$ cat config.mk
export PLATFORM = sky130hd
export DESIGN_NAME = alu8_top
export DESIGN_NICKNAME = d
export VERILOG_FILES = /design/src/rtl/alu8_pkg.sv /design/src/rtl/alu8_ctrl.sv /design/src/rtl/alu8_datapath.sv /design/src/rtl/alu8_top.sv
export SDC_FILE = /design/constraint.sdc
export NUM_CORES = 1
export LEC_CHECK = 0
export BUFFER_PORTS_ARGS = -buffer_cell sky130_fd_sc_hd__buf_2
export CORE_ASPECT_RATIO = 0.9
export CORE_MARGIN = 2
export CORE_UTILIZATION = 25
export DETAILED_ROUTE_END_ITERATION = 10
export SYNTH_ARGS = -nofsm -noshare
export SYNTH_HDL_FRONTEND = slang
export SYNTH_SLANG_ARGS = --single-unit
export TNS_END_PERCENT = 30
$ cat constraint.sdc
create_clock -name vclk -period 30.7
set_input_delay 1.535 -clock vclk [all_inputs]
set_output_delay 1.535 -clock vclk [all_outputs]
set_load 0.05 [all_outputs]
$ cat src/rtl/alu8_pkg.sv
package alu8_pkg;

  typedef enum logic [3:0] {
    OP_NONE = 4'h0,
    OP_ADD  = 4'h1,
    OP_SUB  = 4'h2,
    OP_MUL  = 4'h3,
    OP_DIV  = 4'h4,
    OP_AND  = 4'h5,
    OP_OR   = 4'h6,
    OP_XOR  = 4'h7,
    OP_SHL  = 4'h8,
    OP_SHR  = 4'h9
  } aluOp_e;

  // one-hot strobes from decode to datapath
  typedef struct packed {
    logic selAdd;
    logic selSub;
    logic selMul;
    logic selDiv;
    logic selAnd;
    logic selOr;
    logic selXor;
    logic selShl;
    logic selShr;
  } aluStrobe_t;

endpackage

$ cat src/rtl/alu8_ctrl.sv
module alu8_ctrl
  import alu8_pkg::*;
#(
  parameter int CODE_W = 4
) (
  input  logic [CODE_W-1:0] opCode,
  output aluStrobe_t        strobe
);

  always_comb begin
    strobe = '0;
    case (opCode)
      OP_ADD: strobe.selAdd = 1'b1;
      OP_SUB: strobe.selSub = 1'b1;
      OP_MUL: strobe.selMul = 1'b1;
      OP_DIV: strobe.selDiv = 1'b1;
      OP_AND: strobe.selAnd = 1'b1;
      OP_OR:  strobe.selOr  = 1'b1;
      OP_XOR: strobe.selXor = 1'b1;
      OP_SHL: strobe.selShl = 1'b1;
      OP_SHR: strobe.selShr = 1'b1;
      default: strobe = '0;
    endcase
  end

endmodule

$ cat src/rtl/alu8_datapath.sv
module alu8_datapath
  import alu8_pkg::*;
#(
  parameter int DATA_W = 8
) (
  input  aluStrobe_t          strobe,
  input  logic [DATA_W-1:0]   opA,
  input  logic [DATA_W-1:0]   opB,
  output logic [2*DATA_W-1:0] result,
  output logic                divByZero
);

  localparam int WIDE_W = 2 * DATA_W;
  localparam logic [DATA_W-1:0] SHIFT_LIMIT = DATA_W'(DATA_W);

  logic [DATA_W-1:0] sumVal, diffVal, andVal, orVal, xorVal, shlVal, shrVal;
  logic [DATA_W-1:0] quotVal, remVal;
  logic [WIDE_W-1:0] prodVal, divWord;
  logic              zeroDivisor, shiftOut;

  assign sumVal      = opA + opB;
  assign diffVal     = opA - opB;
  assign andVal      = opA & opB;
  assign orVal       = opA | opB;
  assign xorVal      = opA ^ opB;
  assign prodVal     = WIDE_W'(opA) * WIDE_W'(opB);
  assign zeroDivisor = (opB == '0);
  assign shiftOut    = (opB >= SHIFT_LIMIT);

  always_comb begin
    if (zeroDivisor) begin
      quotVal = '0;
      remVal  = '0;
    end else begin
      quotVal = opA / opB;
      remVal  = opA % opB;
    end
  end

  assign divWord = zeroDivisor ? {WIDE_W{1'b1}} : {remVal, quotVal};
  assign shlVal  = shiftOut ? '0 : (opA << opB);
  assign shrVal  = shiftOut ? '0 : (opA >> opB);

  always_comb begin
    result = ({WIDE_W{strobe.selAdd}} & WIDE_W'(sumVal))
           | ({WIDE_W{strobe.selSub}} & WIDE_W'(diffVal))
           | ({WIDE_W{strobe.selMul}} & prodVal)
           | ({WIDE_W{strobe.selDiv}} & divWord)
           | ({WIDE_W{strobe.selAnd}} & WIDE_W'(andVal))
           | ({WIDE_W{strobe.selOr}}  & WIDE_W'(orVal))
           | ({WIDE_W{strobe.selXor}} & WIDE_W'(xorVal))
           | ({WIDE_W{strobe.selShl}} & WIDE_W'(shlVal))
           | ({WIDE_W{strobe.selShr}} & WIDE_W'(shrVal));
  end

  assign divByZero = strobe.selDiv & zeroDivisor;

endmodule

$ cat src/rtl/alu8_top.sv
module alu8_top
  import alu8_pkg::*;
#(
  parameter int DATA_W = 8,
  parameter int CODE_W = 4
) (
  input  logic [CODE_W-1:0]   opCode,
  input  logic [DATA_W-1:0]   opA,
  input  logic [DATA_W-1:0]   opB,
  output logic [2*DATA_W-1:0] result,
  output logic                divByZero
);

  aluStrobe_t strobe;

  alu8_ctrl #(.CODE_W(CODE_W)) u_ctrl (
    .opCode (opCode),
    .strobe (strobe)
  );

  alu8_datapath #(.DATA_W(DATA_W)) u_dp (
    .strobe    (strobe),
    .opA       (opA),
    .opB       (opB),
    .result    (result),
    .divByZero (divByZero)
  );

endmodule

======== Yosys cells after proc, flatten, opt, wreduce, memory -nomap -nowiden ========
Cells that the tools add are included.
word-level totals
  register bits after elaboration ......... 0
  latch bits .............................. 0
  bits in writable memories ............... 0
  ROM bits ................................ 0
  input port bits ......................... 20
  output and inout port bits .............. 17
  word-level logic and storage cells ...... 51
  memories kept ........................... 0
cells by class
  $add $sub $neg .......................... 2
  multiply operators ...................... 1
  div/mod/pow operators ................... 2
  magnitude comparators ................... 1
  equal/unequal tests ..................... 9
  shifts and indexed selects .............. 2
  multiplexer cells ....................... 12
  bitwise operators ....................... 21
  reduce and logical (&&, ||, !) cells .... 1
operators with widths
  operator                                                           number
  OR 16 bit                                                          8
  AND 16 x 8 -> 16 bit                                               7
  AND 16 bit                                                         2
  equality test 4 x 3 -> 1 bit, second input constant                4
  multiplier 8 x 8 -> 16 bit                                         1
  two-way mux 16 bit                                                 1
  two-way mux 8 bit                                                  2
  two-way mux 1 bit                                                  9
  adder 8 bit                                                        1
  AND 8 bit                                                          1
  divider 8 x 8 -> 8 bit                                             1
  equality test 4 x 2 -> 1 bit, second input constant                2
  equality test 4 bit, second input constant                         2
  greater-or-equal comparator 8 x 4 -> 1 bit, second input constant  1
  zero test 8 bit                                                    1
  modulo 8 x 8 -> 8 bit                                              1
  OR 8 bit                                                           1
  left shift 8 x 8 -> 8 bit                                          1
  right shift 8 x 8 -> 8 bit                                         1
  subtractor 8 bit                                                   1
  bitwise XOR 8 bit                                                  1
  equality test 4 x 1 -> 1 bit, second input constant                1
  AND 1 bit                                                          1

======== Depth between registers and ports, before layout ========
Gate-level depths: netlist (run 1).
  word-level depth ........................ 11
  depth in mapped cells ................... 54

======== Modules after synthesis ========
From an unflattened synthesis (run 1), not the netlist that was laid out.
second synthesis, totals
  cell total of the unflattened synthesis .. 747
  area, all modules ....................... 5476.5 µm²
by module, submodules not included
  module         instances  cells an instance  area an instance (µm²)
  alu8_datapath  1          738                5380.2
  alu8_ctrl      1          9                  96.3

======== Least setup slack after synthesis (run 1) ========
No wires, ideal clock.
  path type ............................... in2out
  start point ............................. in opB[5]
  end point ............................... out result[0]
  data arrival time ....................... 12592 ps
  required time ........................... 29165 ps
  path slack .............................. 16573 ps
  stages on the path ...................... 44
  cell sequence ........................... clkbuf_2 -> nor4_2 -> and3_1 -> a21oi_1 -> ha_1 -> o21ai_0 -> a2111oi_4 -> mux2_2 -> ha_1 -> a21oi_1 -> a2bb2oi_1 -> a41o_1 -> a22oi_2 -> ha_1 -> a21o_1 -> o21a_1 -> o21ai_1 -> mux2_4 -> [... 8 more ...] -> o22ai_1 -> o21ai_2 -> mux2_2 -> ha_1 -> o21ai_0 -> o21ai_0 -> nand4_1 -> nand2_1 -> mux2_2 -> ha_1 -> nand2b_1 -> a21oi_1 -> o31a_1 -> o31ai_1 -> nand2b_1 -> clkbuf_1 -> nor2_1 -> o221ai_1
on the way
  longest elaborated chain between the ends .. 9
RTL lines
  element                                                           line                                      text
  from (decl)                                                       alu8_top.sv:9                             input logic [DATA_W-1:0] opB,
  divider 8 x 8 -> 8 bit / zero test 8 bit (equally long branches)  alu8_datapath.sv:35, alu8_datapath.sv:27
  two-way mux 16 bit                                                alu8_datapath.sv:40                       assign divWord = zeroDivisor ? {WIDE_W{1'b1}} : {remVal, quotVal};
  AND 16 bit                                                        alu8_datapath.sv:48                       | ({WIDE_W{strobe.selDiv}} & divWord)
  OR 16 bit                                                         alu8_datapath.sv:48
  OR 16 bit                                                         alu8_datapath.sv:49                       | ({WIDE_W{strobe.selAnd}} & WIDE_W'(andVal))
  OR 16 bit                                                         alu8_datapath.sv:50                       | ({WIDE_W{strobe.selOr}} & WIDE_W'(orVal))
  OR 16 bit                                                         alu8_datapath.sv:51                       | ({WIDE_W{strobe.selXor}} & WIDE_W'(xorVal))
  OR 16 bit                                                         alu8_datapath.sv:52                       | ({WIDE_W{strobe.selShl}} & WIDE_W'(shlVal))
  OR 16 bit (*)                                                     alu8_datapath.sv:53                       | ({WIDE_W{strobe.selShr}} & WIDE_W'(shrVal));
  to (decl)                                                         alu8_top.sv:10                            output logic [2*DATA_W-1:0] result,
Mark *: on every way between the ends. The rest lies on a longest branch, timed or not.

======== Worst setup path in the final report (run 1) ========
  start point ............................. in opB[7]
  end point ............................... out result[8]
on the way
  longest elaborated chain between the ends .. 9
RTL lines
  element                                                  line                                      text
  modulo 8 x 8 -> 8 bit, or another cell as far along      alu8_datapath.sv:36                       remVal = opA % opB;
  two-way mux 16 bit / AND 16 bit (equally long branches)  alu8_datapath.sv:40, alu8_datapath.sv:47
  AND 16 bit / OR 16 bit (equally long branches)           alu8_datapath.sv:48, alu8_datapath.sv:47
  OR 16 bit (*)                                            alu8_datapath.sv:48
  OR 16 bit (*)                                            alu8_datapath.sv:49
  OR 16 bit (*)                                            alu8_datapath.sv:50
  OR 16 bit (*)                                            alu8_datapath.sv:51
  OR 16 bit (*)                                            alu8_datapath.sv:52
  OR 16 bit (*)                                            alu8_datapath.sv:53
Marks and branches as above.

==> results of run 1 <==
path summary, 6_finish.rpt:
kind,startpoint,end
min,opCode[3],result[1]
max,opB[7],result[8]
power by group through the flow:
stage	combinational, mW	sequential, mW	clock (mW)
after floorplan	0.159	0	0
after global placement	0.213	0	0
after detailed placement	0.214	0	0
final	0.218	0	0
after global routing	0.241	0	0
after CTS	0.215	0	0
cell usage in the layout (no fill, tap or decap), types with 10 or more instances in the layout:
master / n
a21o_1: 11
a21oi_1: 58
buf_2: 37
fa_1: 39
ha_1: 99
inv_1: 86
nand2_1: 75
nand2b_1: 12
nor2_1: 83
nor3_1: 24
o211ai_1: 10
o21a_1: 13
o21ai_0: 54
xnor2_1: 18
final cells by class:
type | instances | area, um2 | share of cell area (%)
multi-input cells | 652 | 5070 | 85.0
well taps | 291 | 364 | 6.10
inverters | 88 | 330 | 5.53
repair buffers | 39 | 200 | 3.35
routing by layer:
| layer | vias to the layer above | routed length, um | GRT usage (%) |
|---|---|---|---|
| li1 | 2741 | - | - |
| met4 | 0 | 445 | 3.35 |
| met1 | 2673 | 9130 | 23.7 |
| met3 | 30 | 1490 | 2.14 |
| met5 | - | 0 | 0 |
| met2 | 260 | 8060 | 24.4 |
cell usage after synthesis (all sizes together), types with 10 or more instances:
master	instances	area, um2
xnor2	18	158
fa	39	781
clkbuf	31	118
o21a	13	97.6
ha	99	1240
inv	86	323
nand2b	12	75.1
o21ai	58	298
nor3	24	120
a21o	11	82.6
nand2	75	282
a21oi	60	308
o211ai	10	75.1
nor2	83	312
through the flow:
| stage | instance area [um2] | power [mW] |
|---|---|---|
| 2_1_floorplan | 5540 | 0.159 |
| 3_3_place_gp | 5970 | 0.213 |
| 3_5_place_dp | 5970 | 0.214 |
| 4_1_cts | 5970 | 0.215 |
| 5_1_grt | 5970 | 0.241 |
| 6_report | 5970 | 0.218 |
worst max-delay path, delay by kind of cell:
family | cells | cell delay (ns)
fa+ha+maj | 7 | 2.27
mux | 4 | 1.56
buf+inv | 2 | 0.43
compound gates | 26 | 6.74
simple gates | 6 | 1.89
cell families after synthesis:
logic type	after synthesis	share of synthesized area, %
AO/OA/AOI/OAI	226	27.2
XOR/XNOR	27	4.27
adder cells (fa/ha/maj)	138	36.4
buffers and inverters	123	8.49
multiplexers	16	3.20
AND/OR/NAND/NOR	245	20.4
==> impl_metrics.env, run 1 <==
export IMPL_start_kind="input port"
export IMPL_layout_drive_gt1_share_pct=8.09
export IMPL_hold_viol_final=0
export IMPL_final_cells=1070
export IMPL_hpwl_um=15300
export IMPL_grt_setup_unrepaired="no"
export IMPL_holdPathStages=4
export IMPL_design_seq_count=0
export IMPL_utilization_pct=27.5
export IMPL_yosysWarnings=0
export IMPL_syn_nets=933
export IMPL_finalWirelength_um=19100
export IMPL_port_buffers=37
export IMPL_max_slew_margin_rel_pct=35.8
export IMPL_final_nets=939
export IMPL_pwr_share_clk_pct=0
export IMPL_cp_end_kind="output pin"
export IMPL_critPathRequiredTime_ns=29.17
export IMPL_fmax_mhz=62.5
export IMPL_min_path_type="in -> out"
export IMPL_overflow=0
export IMPL_swShare_pct=63.2
export IMPL_dieWidth_um=161
export IMPL_holdWs_ns=3.74
export IMPL_combPwrFrac_pct=100.0
export IMPL_critical_path_class="in -> out"
export IMPL_grt_usage_pct=15.9
export IMPL_grt_pass1_wl_um=30100
export IMPL_postCtsResizedCells=0
export IMPL_cap_violations=0
export IMPL_nFillCells=2404
export IMPL_gp_congestion=0.936
export IMPL_drc=0
export IMPL_grt_max_degree=31
export IMPL_tightest_slew_ns=0.956
export IMPL_nClkBuffers=0
export IMPL_status="completed"
export IMPL_antenna_found_initial=0
export IMPL_finalCriticalPeriod_ns=16.01
export IMPL_cp_common_cell="ha_1"
export IMPL_die_h_um=145
export IMPL_pre_cts_slack_ns=14.88
export IMPL_slew_viol_final=0
export IMPL_syn_area_mm2=0.00554
export IMPL_fin_crit_sh_pct=52.1
export IMPL_finalWorstSetupSlack_ns=14.69
export IMPL_synthDistinctLibCells=72
export IMPL_routed_via_density=5.33
export IMPL_drt_iter0_drc=622
export IMPL_peakVddDrop_v=0.0000248
export IMPL_syn2layout_area_growth_pct=7.65
export IMPL_worst_path_max_fanout=13
export IMPL_ant_nets=0
export IMPL_slowest_delay_ns=0.73
export IMPL_post_drt_wl_per_cell_um=17.9
export IMPL_die_area_mm2=0.0234
export IMPL_p_per_area_mw_per_mm2=36.5
export IMPL_p_leak_nw=2.85
export IMPL_ff_latch_area_um2=0
export IMPL_start_util_pct=25.6
export IMPL_syn_area_per_cell_um2=7.15
export IMPL_io_pins=37
export IMPL_drtPass1Iterations=5
export IMPL_switchingPower_mw=0.138
export IMPL_tns_ns=0
export IMPL_grt_pass1_vias=5419
export IMPL_cp_arrival_ns=14.47
export IMPL_cts_post_setup_buffers_inserted=0
export IMPL_p_int_mw=0.0802
export IMPL_dp_cells=1070
export IMPL_ys_seq_area_share_pct=0
export IMPL_core_mm2=0.0217
export IMPL_crit_slowest_cell="nor4_2"
export IMPL_synth_cells=775
export IMPL_vias=5704
export IMPL_seq_power_share_pct=0
export IMPL_core_rowCount=51
export IMPL_cts_hold_buf=0
export IMPL_diodes=0
export IMPL_setup_viol=0
No activity file was read; power rests on OpenSTA's default activity.
==> run 2, diff against run 1 <==
==> constraint.sdc (replaced) <==
create_clock -name vclk -period 14.05
set_input_delay 0.7025 -clock vclk [all_inputs]
set_output_delay 0.7025 -clock vclk [all_outputs]
set_load 0.05 [all_outputs]
==> run 2 against run 1 <==
  * Critical path depth rose by 4
  * Sequential cell count did not move
  * Worst hold slack got worse by 1.7 ns
  * Global-route usage rose by 0.17 points
  * Routed wire length rose by 1.2%
  * Final cell count rose by 1.0%
  * Sequential share of layout area did not move
  * First-iteration DRC count rose by 15%
  * Die area did not move
  * Final area rose by 2.1%
  * Power rose by 120%
  * Critical path type unchanged
  * Largest cell class unchanged
  * Highest routed layer unchanged
==> impl_metrics.env, run 2 (synthesized netlist as in run 1, its figures left out) <==
export IMPL_grt_max_degree=30
export IMPL_hpwl_um=15500
export IMPL_grt_pass1_wl_um=30500
export IMPL_grt_usage_pct=16.1
export IMPL_dieWidth_um=161
export IMPL_start_kind="input port"
export IMPL_holdPathStages=5
export IMPL_min_path_type="in -> out"
export IMPL_gp_congestion=0.948
export IMPL_final_common_cell="ha_1"
export IMPL_critPathRequiredTime_ns=13.35
export IMPL_crit_slowest_cell="a2111oi_1"
export IMPL_drtPass1Iterations=6
export IMPL_crit_cells=49
export IMPL_hold_viol_final=0
export IMPL_total_power_mw=0.484
export IMPL_slew_viol_final=0
export IMPL_vias=5811
export IMPL_core_mm2=0.0217
export IMPL_tightest_slew_ns=1.03
export IMPL_crit_family="compound AO/OA/AOI/OAI gates"
export IMPL_ff_latch_area_um2=0
export IMPL_die_area_mm2=0.0234
export IMPL_die_h_um=145
export IMPL_fmax_mhz=75.8
export IMPL_wl_met2_um=8390
export IMPL_met1Wirelength_um=9010
export IMPL_port_buffers=37
export IMPL_layout_drive_gt1_share_pct=10.1
export IMPL_setup_viol=0
export IMPL_layout_common_cells="99 x ha_1, 86 x inv_1, 83 x nor2_1"
export IMPL_finalCriticalPeriod_ns=13.19
export IMPL_max_slew_margin_rel_pct=31.0
export IMPL_tns_ns=0
export IMPL_highest_layer="met4"
export IMPL_final_nets=950
export IMPL_start_util_pct=25.6
export IMPL_cp_end_kind="output pin"
export IMPL_design_seq_count=0
export IMPL_crit_buf_inv=5
export IMPL_cts_hold_buf=0
export IMPL_overflow=0
export IMPL_nClkBuffers=0
export IMPL_grt_pass1_vias=5540
export IMPL_slowest_delay_ns=0.43
export IMPL_post_drt_wl_per_cell_um=17.9
export IMPL_cap_violations=0
export IMPL_holdWs_ns=2.09
export IMPL_met3_length_um=1600
export IMPL_diodes=0
export IMPL_cp_arrival_ns=12.49
export IMPL_drt_iter0_drc=714
export IMPL_status="completed"
export IMPL_routed_via_density=5.38
export IMPL_finalWirelength_um=19400
export IMPL_peakVddDrop_v=0.0000373
export IMPL_critical_path_class="in -> out"
export IMPL_fin_crit_sh_pct=93.9
export IMPL_ant_nets=0
export IMPL_worst_path_max_fanout=13
export IMPL_drc=0
export IMPL_syn2layout_area_growth_pct=9.93
export IMPL_utilization_pct=28.1
export IMPL_grt_setup_unrepaired="no"
export IMPL_antenna_found_initial=0
export IMPL_core_rowCount=51
export IMPL_p_leak_nw=2.91
export IMPL_io_pins=37
export IMPL_p_per_area_mw_per_mm2=79.4
run 2: cell type report:
cell class         instances  area [um2]
multi-input cells        652        5120
fillers                 2405       15600
inverters                 88         330
repair buffers            50         283
well taps                291         364
run 2: metrics by stage:
step / setup WS (ns) / std cells / cell area, um2
2_1_floorplan: 1.59 / 775 / 5540
3_3_place_gp: 0.573 / 1078 / 6030
3_5_place_dp: 0.229 / 1078 / 6030
4_1_cts: 0.216 / 1078 / 6030
5_1_grt: 0.0712 / 1081 / 6090
6_report: 0.858 / 1081 / 6090
run 2: final timing paths:
| path | from | end | slack [ns] |
|---|---|---|---|
| hold / removal | opCode[3] | result[0] | 2.09 |
| setup / recovery | opB[7] | result[8] | 0.86 |
run 2: power by group:
group | leakage (nW) | internal, mW | switching, mW
Combinational | 2.91 | 0.178 | 0.306
Clock | 0 | 0 | 0
Sequential | 0 | 0 | 0
run 2: timing repair:
item | in CTS | in global routing
endpoints found under the setup margin | 0 | 9
resized for setup | 0 | 10
setup buffers | 0 | 3
run 2: tightest hold or removal path: stages:
cell and delay (ns):
buf_2 0.16, nor2_1 0.12, a31oi_1 0.05, o221ai_1 0.08, buf_2 0.28
run 2: routing by layer:
metal,track usage (%),up-vias
met5,0,-
met4,2.50,0
met3,2.17,33
met2,25.3,240
met1,23.8,2782
li1,-,2756
==> run 3, diff against run 2 <==
--- a/config.mk
+++ b/config.mk
@@ -5,6 +5,7 @@
 export SDC_FILE = /design/constraint.sdc
 export NUM_CORES = 1
 export LEC_CHECK = 0
+export ABC_AREA = 1
 export BUFFER_PORTS_ARGS = -buffer_cell sky130_fd_sc_hd__buf_2
 export CORE_ASPECT_RATIO = 0.9
 export CORE_MARGIN = 2
==> constraint.sdc (replaced) <==
create_clock -name vclk -period 14.3
set_input_delay 0.715 -clock vclk [all_inputs]
set_output_delay 0.715 -clock vclk [all_outputs]
set_load 0.05 [all_outputs]
==> run 3 against run 2 <==
  * Power shrank 10%
  * Sequential share of layout area is the same
  * Clock-buffer cell count is the same
  * Setup slack gained 1.4 ns
  * Critical endpoint is now result[9]
==> impl_metrics.env, run 3 <==
export IMPL_grt_pass1_wl_um=31500
export IMPL_p_per_area_mw_per_mm2=70.0
export IMPL_hold_viol_final=0
export IMPL_drc=0
export IMPL_drtPass1Iterations=5
export IMPL_ys_top_cells_by_area="ha_1 21%, nand2_1 15%, fa_1 14%"
export IMPL_start_kind="input port"
export IMPL_slowest_delay_ns=0.42
export IMPL_critical_path_class="in -> out"
export IMPL_cp_startpoint="opB[0]"
export IMPL_cp_common_cell="nand2_1"
export IMPL_final_cells=1241
export IMPL_die_area_mm2=0.0243
export IMPL_overflow=0
export IMPL_final_nets=1104
export IMPL_finalWorstSetupSlack_ns=2.27
export IMPL_min_path_type="in -> out"
export IMPL_post_drt_wl_per_cell_um=15.6
export IMPL_design_seq_count=0
export IMPL_hpwl_um=16100
export IMPL_status="completed"
export IMPL_total_power_mw=0.435
export IMPL_finalWirelength_um=19400
export IMPL_slew_viol_final=0
export IMPL_gp_congestion=0.929
export IMPL_layout_drive_gt1_share_pct=8.79
export IMPL_finalCriticalPeriod_ns=12.03
export IMPL_ys_seq_area_share_pct=0
export IMPL_fin_crit_sh_pct=84.1
export IMPL_ant_nets=0
export IMPL_yosys_cell_count_top_type="nand2_1"
export IMPL_grt_max_degree=21
export IMPL_cap_violations=0
export IMPL_die_h_um=148
export IMPL_crit_slowest_cell="fa_1"
export IMPL_yosysWarnings=0
export IMPL_cp_end_kind="output pin"
export IMPL_cts_hold_buf=0
export IMPL_pre_cts_slack_ns=2.42
export IMPL_layout_common_cells="232 x nand2_1, 184 x inv_1, 99 x ha_1"
export IMPL_nClkBuffers=0
export IMPL_endpoint="result[9]"
export IMPL_tns_ns=0
export IMPL_crit_cells=63
export IMPL_cts_post_setup_buffers_inserted=0
export IMPL_synthDistinctLibCells=51
export IMPL_core_rowCount=52
export IMPL_core_mm2=0.0226
export IMPL_p_leak_nw=3.53
export IMPL_final_common_cell="nand2_1"
export IMPL_syn_nets=1087
export IMPL_cp_arrival_ns=11.31
export IMPL_grt_pass1_vias=5927
export IMPL_crit_family="simple AND/OR/NAND/NOR gates"
export IMPL_worst_path_max_fanout=20
export IMPL_vias=6111
export IMPL_diodes=0
export IMPL_tightest_slew_ns=0.760
export IMPL_synth_cells=929
export IMPL_grt_setup_unrepaired="no"
export IMPL_peakVddDrop_v=0.0000318
export IMPL_synth_top_cell_area_share_pct=21.5
export IMPL_fmax_mhz=83.1
export IMPL_syn_area_mm2=0.00577
export IMPL_syn2layout_area_growth_pct=7.83
export IMPL_setup_viol=0
export IMPL_crit_buf_inv=12
export IMPL_routed_via_density=4.92
export IMPL_max_slew_margin_rel_pct=49.2
export IMPL_drt_iter0_drc=505
export IMPL_yosys_area_top_type="ha_1"
export IMPL_utilization_pct=27.5
export IMPL_antenna_found_initial=0
export IMPL_io_pins=37
export IMPL_synth_top_cells_by_count="232 x nand2_1, 184 x inv_1, 99 x ha_1"
export IMPL_syn_area_per_cell_um2=6.21
export IMPL_port_buffers=37
export IMPL_dieWidth_um=164
export IMPL_grt_usage_pct=16.1
export IMPL_start_util_pct=25.5
export IMPL_critPathRequiredTime_ns=13.59
export IMPL_dp_cells=1241
export IMPL_ff_latch_area_um2=0
export IMPL_postCtsResizedCells=0
-- run 3: cell families after synthesis --
| kind of cell | count (synthesis) | synth area share (%) |
|---|---|---|
| compound gates | 173 | 18.0 |
| xor+xnor | 21 | 3.19 |
| fa+ha+maj | 138 | 35.0 |
| buf+inv | 216 | 14.6 |
| simple gates | 381 | 29.2 |
-- run 3: layer usage --
| metal | track usage, % | share of wire (%) | vias to the layer above |
|---|---|---|---|
| met5 | 0 | 0 | - |
| met4 | 3.51 | 2.3 | 0 |
| met3 | 0.446 | 6.1 | 29 |
| met2 | 27.3 | 46 | 226 |
| met1 | 22.9 | 46 | 2820 |
| li1 | - | - | 3036 |
-- run 3: per-stage QoR --
step / instance area, um2 / hold slack [ns]
2_1_floorplan: 5770 / 1.69
3_3_place_gp: 6220 / 2.11
3_5_place_dp: 6220 / 2.10
4_1_cts: 6220 / 2.10
5_1_grt: 6220 / 2.11
6_report: 6220 / 2.10
-- run 3: worst min path at each step --
stage,to,slack [ns],depth (start not counted),from
3_3_place_gp,result[0],2.11,4,opCode[3]
5_1_grt,result[0],2.11,4,opCode[3]
4_1_cts,result[0],2.10,4,opCode[3]
6_report,result[0],2.10,4,opCode[3]
2_1_floorplan,divByZero,1.69,3,opB[0]
3_5_place_dp,result[0],2.10,4,opCode[3]
-- run 3: final cells by class --
class / count / area (um2)
inverters: 193 / 732
well taps: 297 / 372
multi-input cells: 713 / 4920
repair buffers: 38 / 193
fillers: 2530 / 16400
-- run 3: where the power goes --
part	internal [mW]	switching (mW)
combinational	0.149	0.286
sequential	0	0
clock	0	0
